## config.mk

```make
export PLATFORM = sky130hd
export DESIGN_NAME = host_rx_port
export DESIGN_NICKNAME = d
export VERILOG_FILES = /design/src/rtl/host_rx_pkg.sv /design/src/rtl/host_rx_xfer.sv /design/src/rtl/host_rx_hostside.sv /design/src/rtl/host_rx_procside.sv /design/src/rtl/host_rx_port.sv
export SDC_FILE = /design/constraint.sdc
export NUM_CORES = 1
export LEC_CHECK = 0
export BUFFER_PORTS_ARGS = -buffer_cell sky130_fd_sc_hd__buf_2
export CORE_MARGIN = 3
export CORE_UTILIZATION = 30
export CTS_CLUSTER_DIAMETER = 40
export DETAILED_ROUTE_END_ITERATION = 8
export MAX_ROUTING_LAYER = met4
export SYNTH_ARGS = -nofsm -noshare
export SYNTH_HDL_FRONTEND = slang
export SYNTH_SLANG_ARGS = --single-unit
```

## constraint.sdc

```tcl
create_clock -name clk -period 2.4 [get_ports clk]
set_clock_uncertainty 0.1 [all_clocks]
set_input_delay 0 -clock clk [delete_from_list [all_inputs] [get_ports clk]]
set_output_delay 0 -clock clk [all_outputs]
set_load 0.02 [all_outputs]
```

## src/rtl/host_rx_pkg.sv

```systemverilog
// Shared types and register layout for the host-to-processor transfer port.
// Assumes byte-wide registers of at least 8 bits.
package host_rx_pkg;

    typedef enum logic [1:0] {
        HM_IRQ   = 2'b00,
        HM_DMA24 = 2'b01,
        HM_DMA16 = 2'b10,
        HM_DMA8  = 2'b11
    } host_mode_e;

    // Host addresses
    localparam int ADR_CTRL  = 0;
    localparam int ADR_STAT  = 2;
    localparam int ADR_TX_LO = 7;   // high byte sits at ADR_TX_LO-2

    // Host control bits
    localparam int HC_RREQ = 0;
    localparam int HC_TREQ = 1;
    localparam int HC_FL0  = 3;
    localparam int HC_FL1  = 4;
    localparam int HC_MLO  = 5;
    localparam int HC_MHI  = 6;

    // Host status bits
    localparam int HS_TXDE = 1;
    localparam int HS_TRDY = 2;
    localparam int HS_FL2  = 3;
    localparam int HS_FL3  = 4;
    localparam int HS_REQ  = 7;

    // Processor status bits
    localparam int PS_FULL = 0;
    localparam int PS_FL0  = 3;
    localparam int PS_FL1  = 4;
    localparam int PS_DMA  = 7;

    // Processor control bits
    localparam int PC_RIE  = 0;
    localparam int PC_FL2  = 3;
    localparam int PC_FL3  = 4;

    function automatic logic mode_uses_dma(host_mode_e m);
        return m != HM_IRQ;
    endfunction

endpackage

```

## src/rtl/host_rx_xfer.sv

```systemverilog
// Transfer core: owns the transmit-empty and receive-full flags and the
// receive register. Assumes the commit pulse comes from a host low-byte write.
module host_rx_xfer
    import host_rx_pkg::*;
#(
    parameter int BYTE_W    = 8,
    parameter int NUM_BYTES = 3,
    localparam int WORD_W   = BYTE_W * NUM_BYTES
) (
    input  logic              clk,
    input  logic              rst_n,
    input  logic [WORD_W-1:0] tx_word,
    input  logic              commit,
    input  logic              rx_rd,
    output logic [WORD_W-1:0] rx_word,
    output logic              txde,
    output logic              hrdf
);

    logic move;
    assign move = !txde && !hrdf;

    // Receive register and receive-full flag: load on move, clear on read
    always_ff @(posedge clk) begin
        if (!rst_n) begin
            rx_word <= '0;
            hrdf    <= 1'b0;
        end else if (move) begin
            rx_word <= tx_word;
            hrdf    <= 1'b1;
        end else if (rx_rd) begin
            hrdf    <= 1'b0;
        end
    end

    // Transmit-empty flag: a new commit wins over the refill from a move
    always_ff @(posedge clk) begin
        if (!rst_n)      txde <= 1'b1;
        else if (commit) txde <= 1'b0;
        else if (move)   txde <= 1'b1;
    end

    p_commit_clears_r2: assert property (@(posedge clk) disable iff (!rst_n)
        commit |=> !txde);
    p_move_word_r3: assert property (@(posedge clk) disable iff (!rst_n)
        (!txde && !hrdf) |=> (hrdf && rx_word == $past(tx_word)));
    p_refill_r3: assert property (@(posedge clk) disable iff (!rst_n)
        (!txde && !hrdf && !commit) |=> txde);
    p_read_clears_r4: assert property (@(posedge clk) disable iff (!rst_n)
        (rx_rd && hrdf) |=> !hrdf);
    p_hold_full_r4: assert property (@(posedge clk) disable iff (!rst_n)
        (hrdf && !rx_rd) |=> (hrdf && $stable(rx_word)));

endmodule

```

## src/rtl/host_rx_hostside.sv

```systemverilog
// Host-side registers: transmit bytes, host control byte, host read mux and
// request line. Assumes single-cycle write strobes and combinational reads.
module host_rx_hostside
    import host_rx_pkg::*;
#(
    parameter int BYTE_W    = 8,
    parameter int NUM_BYTES = 3,
    parameter int ADDR_W    = 3,
    localparam int WORD_W   = BYTE_W * NUM_BYTES
) (
    input  logic              clk,
    input  logic              rst_n,
    input  logic [ADDR_W-1:0] h_addr,
    input  logic              h_wr,
    input  logic [BYTE_W-1:0] h_wdata,
    input  logic              txde,
    input  logic              hrdf,
    input  logic [1:0]        flags_dn,
    output logic [WORD_W-1:0] tx_word,
    output logic              commit,
    output host_mode_e        mode,
    output logic [1:0]        flags_up,
    output logic [BYTE_W-1:0] h_rdata,
    output logic              h_req_n
);

    localparam logic [BYTE_W-1:0] HC_MASK = BYTE_W'((1 << HC_MHI) | (1 << HC_MLO) |
        (1 << HC_FL1) | (1 << HC_FL0) | (1 << HC_TREQ) | (1 << HC_RREQ));

    logic [BYTE_W-1:0] ctrl_q;
    logic [BYTE_W-1:0] stat_b;
    logic              req;
    logic              trdy;

    // One transmit byte register per lane, lane 0 at the low-byte address
    for (genvar b = 0; b < NUM_BYTES; b++) begin : g_tx
        logic [BYTE_W-1:0] byte_q;
        logic              sel;
        assign sel = h_wr && (h_addr == ADDR_W'(ADR_TX_LO - b));
        // Load this lane on its host write
        always_ff @(posedge clk) begin
            if (!rst_n)   byte_q <= '0;
            else if (sel) byte_q <= h_wdata;
        end
        assign tx_word[b*BYTE_W +: BYTE_W] = byte_q;
    end

    assign commit = h_wr && (h_addr == ADDR_W'(ADR_TX_LO));

    // Host control byte, undefined bits dropped
    always_ff @(posedge clk) begin
        if (!rst_n)
            ctrl_q <= '0;
        else if (h_wr && h_addr == ADDR_W'(ADR_CTRL))
            ctrl_q <= h_wdata & HC_MASK;
    end

    assign mode     = host_mode_e'(ctrl_q[HC_MHI:HC_MLO]);
    assign flags_up = {ctrl_q[HC_FL1], ctrl_q[HC_FL0]};
    assign req      = txde && ctrl_q[HC_TREQ];
    assign trdy     = txde && !hrdf;
    assign h_req_n  = !req;

    // Assemble the host status byte
    always_comb begin
        stat_b          = '0;
        stat_b[HS_REQ]  = req;
        stat_b[HS_FL3]  = flags_dn[1];
        stat_b[HS_FL2]  = flags_dn[0];
        stat_b[HS_TRDY] = trdy;
        stat_b[HS_TXDE] = txde;
    end

    // Host read mux
    always_comb begin
        if (h_addr == ADDR_W'(ADR_CTRL))      h_rdata = ctrl_q;
        else if (h_addr == ADDR_W'(ADR_STAT)) h_rdata = stat_b;
        else                                  h_rdata = '0;
    end

    p_commit_drops_req_r6: assert property (@(posedge clk) disable iff (!rst_n)
        commit |=> h_req_n);
    p_req_needs_enable_r6: assert property (@(posedge clk) disable iff (!rst_n)
        !h_req_n |-> ctrl_q[HC_TREQ]);

endmodule

```

## src/rtl/host_rx_procside.sv

```systemverilog
// Processor-side control and status: receive interrupt gating, DMA indication
// and flag exchange. Assumes single-cycle control write strobes.
module host_rx_procside
    import host_rx_pkg::*;
#(
    parameter int BYTE_W = 8
) (
    input  logic              clk,
    input  logic              rst_n,
    input  logic              p_ctrl_wr,
    input  logic [BYTE_W-1:0] p_ctrl_wdata,
    input  host_mode_e        mode,
    input  logic [1:0]        flags_up,
    input  logic              hrdf,
    output logic [BYTE_W-1:0] p_ctrl,
    output logic [BYTE_W-1:0] p_stat,
    output logic              p_irq,
    output logic [1:0]        flags_dn
);

    localparam logic [BYTE_W-1:0] PC_MASK =
        BYTE_W'((1 << PC_FL3) | (1 << PC_FL2) | (1 << PC_RIE));

    logic [BYTE_W-1:0] ctrl_q;

    // Processor control byte, undefined bits dropped
    always_ff @(posedge clk) begin
        if (!rst_n)         ctrl_q <= '0;
        else if (p_ctrl_wr) ctrl_q <= p_ctrl_wdata & PC_MASK;
    end

    assign p_ctrl   = ctrl_q;
    assign flags_dn = {ctrl_q[PC_FL3], ctrl_q[PC_FL2]};
    assign p_irq    = ctrl_q[PC_RIE] && hrdf;

    // Assemble the processor status byte
    always_comb begin
        p_stat          = '0;
        p_stat[PS_DMA]  = mode_uses_dma(mode);
        p_stat[PS_FL1]  = flags_up[1];
        p_stat[PS_FL0]  = flags_up[0];
        p_stat[PS_FULL] = hrdf;
    end

    p_irq_needs_data_r7: assert property (@(posedge clk) disable iff (!rst_n)
        p_irq |-> hrdf);
    p_irq_off_disabled_r7: assert property (@(posedge clk) disable iff (!rst_n)
        !ctrl_q[PC_RIE] |-> !p_irq);
    p_dma_flag_r8: assert property (@(posedge clk) disable iff (!rst_n)
        (mode == HM_IRQ) |-> !p_stat[PS_DMA]);

endmodule

```

## src/rtl/host_rx_port.sv

```systemverilog
// Top of the host-to-processor transfer port: host registers, transfer core
// and processor registers. Assumes both sides share one clock.
module host_rx_port
    import host_rx_pkg::*;
#(
    parameter int BYTE_W    = 8,
    parameter int NUM_BYTES = 3,
    parameter int ADDR_W    = 3,
    parameter int VEC_W     = 8,
    parameter logic [VEC_W-1:0] IRQ_VEC = 'h30,
    localparam int WORD_W   = BYTE_W * NUM_BYTES
) (
    input  logic              clk,
    input  logic              rst_n,
    input  logic [ADDR_W-1:0] h_addr,
    input  logic              h_wr,
    input  logic [BYTE_W-1:0] h_wdata,
    output logic [BYTE_W-1:0] h_rdata,
    output logic              h_req_n,
    input  logic              p_rx_rd,
    output logic [WORD_W-1:0] p_rx_data,
    output logic [BYTE_W-1:0] p_stat,
    input  logic              p_ctrl_wr,
    input  logic [BYTE_W-1:0] p_ctrl_wdata,
    output logic [BYTE_W-1:0] p_ctrl,
    output logic              p_irq,
    output logic [VEC_W-1:0]  p_irq_vec
);

    logic [WORD_W-1:0] tx_word;
    logic              commit;
    logic              txde;
    logic              hrdf;
    host_mode_e        mode;
    logic [1:0]        flags_up;
    logic [1:0]        flags_dn;

    host_rx_hostside #(.BYTE_W(BYTE_W), .NUM_BYTES(NUM_BYTES), .ADDR_W(ADDR_W)) u_host (
        .clk(clk), .rst_n(rst_n), .h_addr(h_addr), .h_wr(h_wr), .h_wdata(h_wdata),
        .txde(txde), .hrdf(hrdf), .flags_dn(flags_dn), .tx_word(tx_word),
        .commit(commit), .mode(mode), .flags_up(flags_up), .h_rdata(h_rdata),
        .h_req_n(h_req_n)
    );

    host_rx_xfer #(.BYTE_W(BYTE_W), .NUM_BYTES(NUM_BYTES)) u_xfer (
        .clk(clk), .rst_n(rst_n), .tx_word(tx_word), .commit(commit),
        .rx_rd(p_rx_rd), .rx_word(p_rx_data), .txde(txde), .hrdf(hrdf)
    );

    host_rx_procside #(.BYTE_W(BYTE_W)) u_proc (
        .clk(clk), .rst_n(rst_n), .p_ctrl_wr(p_ctrl_wr), .p_ctrl_wdata(p_ctrl_wdata),
        .mode(mode), .flags_up(flags_up), .hrdf(hrdf), .p_ctrl(p_ctrl),
        .p_stat(p_stat), .p_irq(p_irq), .flags_dn(flags_dn)
    );

    assign p_irq_vec = IRQ_VEC;

    // Host-visible ready must agree with the processor-visible full flag
    p_trdy_vs_full_r5: assert property (@(posedge clk) disable iff (!rst_n)
        (h_addr == ADDR_W'(ADR_STAT) && h_rdata[HS_TRDY]) |-> !p_stat[PS_FULL]);

endmodule

```

==> summary.md <==
| Metric | Value |
|---|---|
| Yosys top cell area share | `a little under half` |
| Worst rel slew slack | `between 30% and 40%` |
| Synthesized cell area | `roughly 2600 um2` |
| Worst endpoint required time | `around 2.3 ns` |
| First-pass GRT wire length | `around 9500 um` |
| Total Wirelength | `approximately 5900 um` |
| Crit share post-route | `about three quarters` |
| Hold Path Class | `primary input to register` |
| Die Ht | `98.42 um` |
| Worst Setup End Kind | `primary output` |
| Overall global routing resource usage | `between 10% and 20%` |
| Final HPWL DP | `slightly below 4000 um` |
| CP arrival | `roughly 1.8 ns` |
| Pleak | `1.435 nW` |
| Synthesized flop and latch total | `59` |
| RD Place Congestion | `between 0.6 and 0.7` |
| Worst skew pair latency | `roughly 0.34 ns` |
| Pwr per Cell Area | `~630 nW/um2` |
| Number of buffers created by CTS | `9` |
| Largest cells by area after synthesis | `dfxtp_1 46%, mux2i_1 14%, or3b_1 7.5%` |
| IO Port Bufs | `59` |
| Slowest CP cell | `dfxtp_1` |
| Layout Cells excl Fill | `between 400 and 500` |
| DIE WIDTH | `just under 100 um` |
| Residual DRC | `0` |
| Worst Setup Start Kind | `register` |
| Largest net degree at the start of global routing | `39` |
| # setup viols final | `0` |
| Synthesis Warnings | `0` |
| Metal3 WL | `302 um` |
| Dpl cells | `between 400 and 500` |
| Clock-pin slew on the worst setup and hold paths | `about 0.06 ns` |
| Fillers | `847` |
| Fin. Hold Viols | `0` |
| Unrepaired setup endpoints after global routing | `false` |
| Fmax | `about 0.54 GHz` |
| Clock buffer depth | `2` |
| Syn-to-layout area delta | `23.49%` |
| Wire length on met2 | `about 3000 um` |
| Starting Density | `a little under a third` |
| Area occupied by multi-input gates | `roughly 1200 um2` |
| CTS root buffer | `clkbuf_8` |
| Grt ovf | `0` |
| Final Slew Violations | `0` |
| Rows | `33` |
| CTS H-tree depth | `3` |
| Crit Path Category | `register to primary output` |
| Vias per cell | `around 4.5` |
| Total clock sinks | `slightly below 60` |
| Cell variety after synth | `27` |
| Routed WL per cell | `between 10 and 15 um` |
| Worst path max stage delay | `around 0.74 ns` |
| Routed vias | `2006` |
| Diodes inserted | `0` |
| Iter 0 DRT Violations | `96` |
| Layout cells sized above 1 | `approximately a quarter` |
| Setup TNS | `0 ns` |
| CP max FO | `22` |
| DRT met1 WL | `around 2600 um` |
| NumNets Final | `between 300 and 400` |
| Slew of the pin with the lowest slew margin | `0.9606 ns` |
| TritonRoute pass-1 iters | `4` |
| Post-layout min period | `~1.8 ns` |
| Sequential area share after synthesis | `around 46%` |
| Initial antenna violation count | `0` |
| Num ports | `between 80 and 90` |
| Max cap viols | `0` |
| CTS-repair resized insts | `0` |
| Top Metal Used | `met4` |
| Die area | `between 9000 and 10000 um2` |
| Post-Synthesis Cells | `approximately 280` |
| Most area-hungry cell type in the Yosys netlist | `dfxtp_1` |
| Mean Syn Cell Area | `approximately 9.3 um2` |
| Status | `completed` |
| FF+latch area | `between 1000 and 1500 um2` |
| Post-route ant nets | `0` |
| CTS tree | `yes` |
| Max IR drop VDD | `255.0 uV` |
| Vias in the first global route | `1950` |
| CORE AREA | `8258 um2` |
| CP cell instances | `nand2_1, nor4b_1, buf_2` |
==> cells in the final DEF, fill, tap and decap left out, types with 5 or more instances in the layout <==
cell,netlist,routed
buf_2,5,59
buf_4,20,5
conb_1,2,17
nand2_1,40,40
o21ai_0,24,24
clkbuf_8,0,12
dlygate4sd3_1,0,16
dfxtp_1,59,59
a21oi_1,24,24
mux2i_1,35,35
or3b_1,22,22
==> timing repair <==
action / 4_1_cts / 5_1_grt
buffers inserted: 0 / 0
hold buffers: 16 / 0
endpoints found under the hold margin: 30 / 0
setup endpoints to repair: 0 / 0
==> cells in the mapped netlist (all sizes together) <==
cell type and n:
nor4b 2, or3b 24, dfxtp 59, o21ai 24, nor2b 1, nor3 3
a211oi 2, inv 1, nor2 3, mux2i 35, or2 1, nand2b 2
nor4 1, clkbuf 14, conb 2, a21oi 24, a21o 1, and2 4
nand4 1, nand4b 2, buf 29, nand2 40
==> layout make-up <==
| class | count | area share (%) |
|---|---|---|
| flip-flops and latches | 59 | 37.33 |
| multi-input cells | 187 | 37.17 |
| repair buffers | 80 | 15.58 |
| clock buffers | 13 | 5.338 |
| well taps | 105 | 4.152 |
| clock inverters | 2 | 0.3163 |
| inverters | 1 | 0.1186 |
==> critical path, delay by kind of cell, from the launching register on <==
kind | cells | cell delay, ns
buffers and inverters | 1 | 0.21
and+or+nand+nor | 2 | 0.45
DFF | 1 | 0.74
==> per-layer routing <==
layer	vias up	GRT usage, %
met3	7	3.963
met1	913	14.98
met5	-	-
li1	1029	-
met2	57	21.27
met4	0	5.042
==> metrics by stage <==
| step | hold WS, ns | setup WS (ns) | total power [mW] | cell area [um2] | util, % |
|---|---|---|---|---|---|
| detailed placement | 0.09392 | 0.8491 | 1.168 | 2825 | 34.21 |
| finish | 0.03491 | 0.5546 | 1.984 | 3164 | 38.32 |
| global route | 0.04508 | 0.3518 | 2.070 | 3164 | 38.32 |
| floorplan | -0.0003207 | 0.8488 | 1.150 | 2619 | - |
| global placement | 0.08974 | 0.8636 | 1.166 | 2825 | 34.21 |
| CTS | 0.01722 | 0.5191 | 2.010 | 3164 | 38.32 |
==> flip-flops by register name, summed over array words and instances, names as in the netlist <==
register and count:
u_xfer.hrdf 1, u_proc.p_ctrl 3, u_host.g_tx.byte_q 24, u_xfer.txde 1, u_host.ctrl_q 6, u_xfer.rx_word 24
==> cell families (layout without fill, tap and decap cells) <==
group,Yosys count,after routing,share of synthesized area (%)
muxes,35,35,13.67
buffers and inverters,44,96,10.20
other,2,17,0.2931
DFF,59,59,46.09
AOI/OAI and AO/OA,51,51,10.25
and+or+nand+nor,84,84,19.48
==> final timing paths <==
path,slack [ns],from,cells past startpoint,to
hold / removal,0.03,h_addr[1],3,u_host.ctrl_q[3]$_SDFFE_PN0P_
setup / recovery,0.55,u_xfer.txde$_SDFFE_PN1P_,3,h_rdata[7]
hold reg to reg,0.36,u_host.g_tx[2].byte_q[1]$_SDFFE_PN0P_,2,u_host.g_tx[2].byte_q[1]$_SDFFE_PN0P_
setup reg to reg,0.83,u_xfer.txde$_SDFFE_PN1P_,3,u_xfer.rx_word[22]$_SDFFE_PN0P_
==> report_power, final <==
part           switching (mW)  internal [mW]
clock                   0.365          0.450
sequential            0.00944          0.995
combinational           0.105         0.0606
total                   0.479           1.51
No activity file was read; power rests on OpenSTA's default activity.
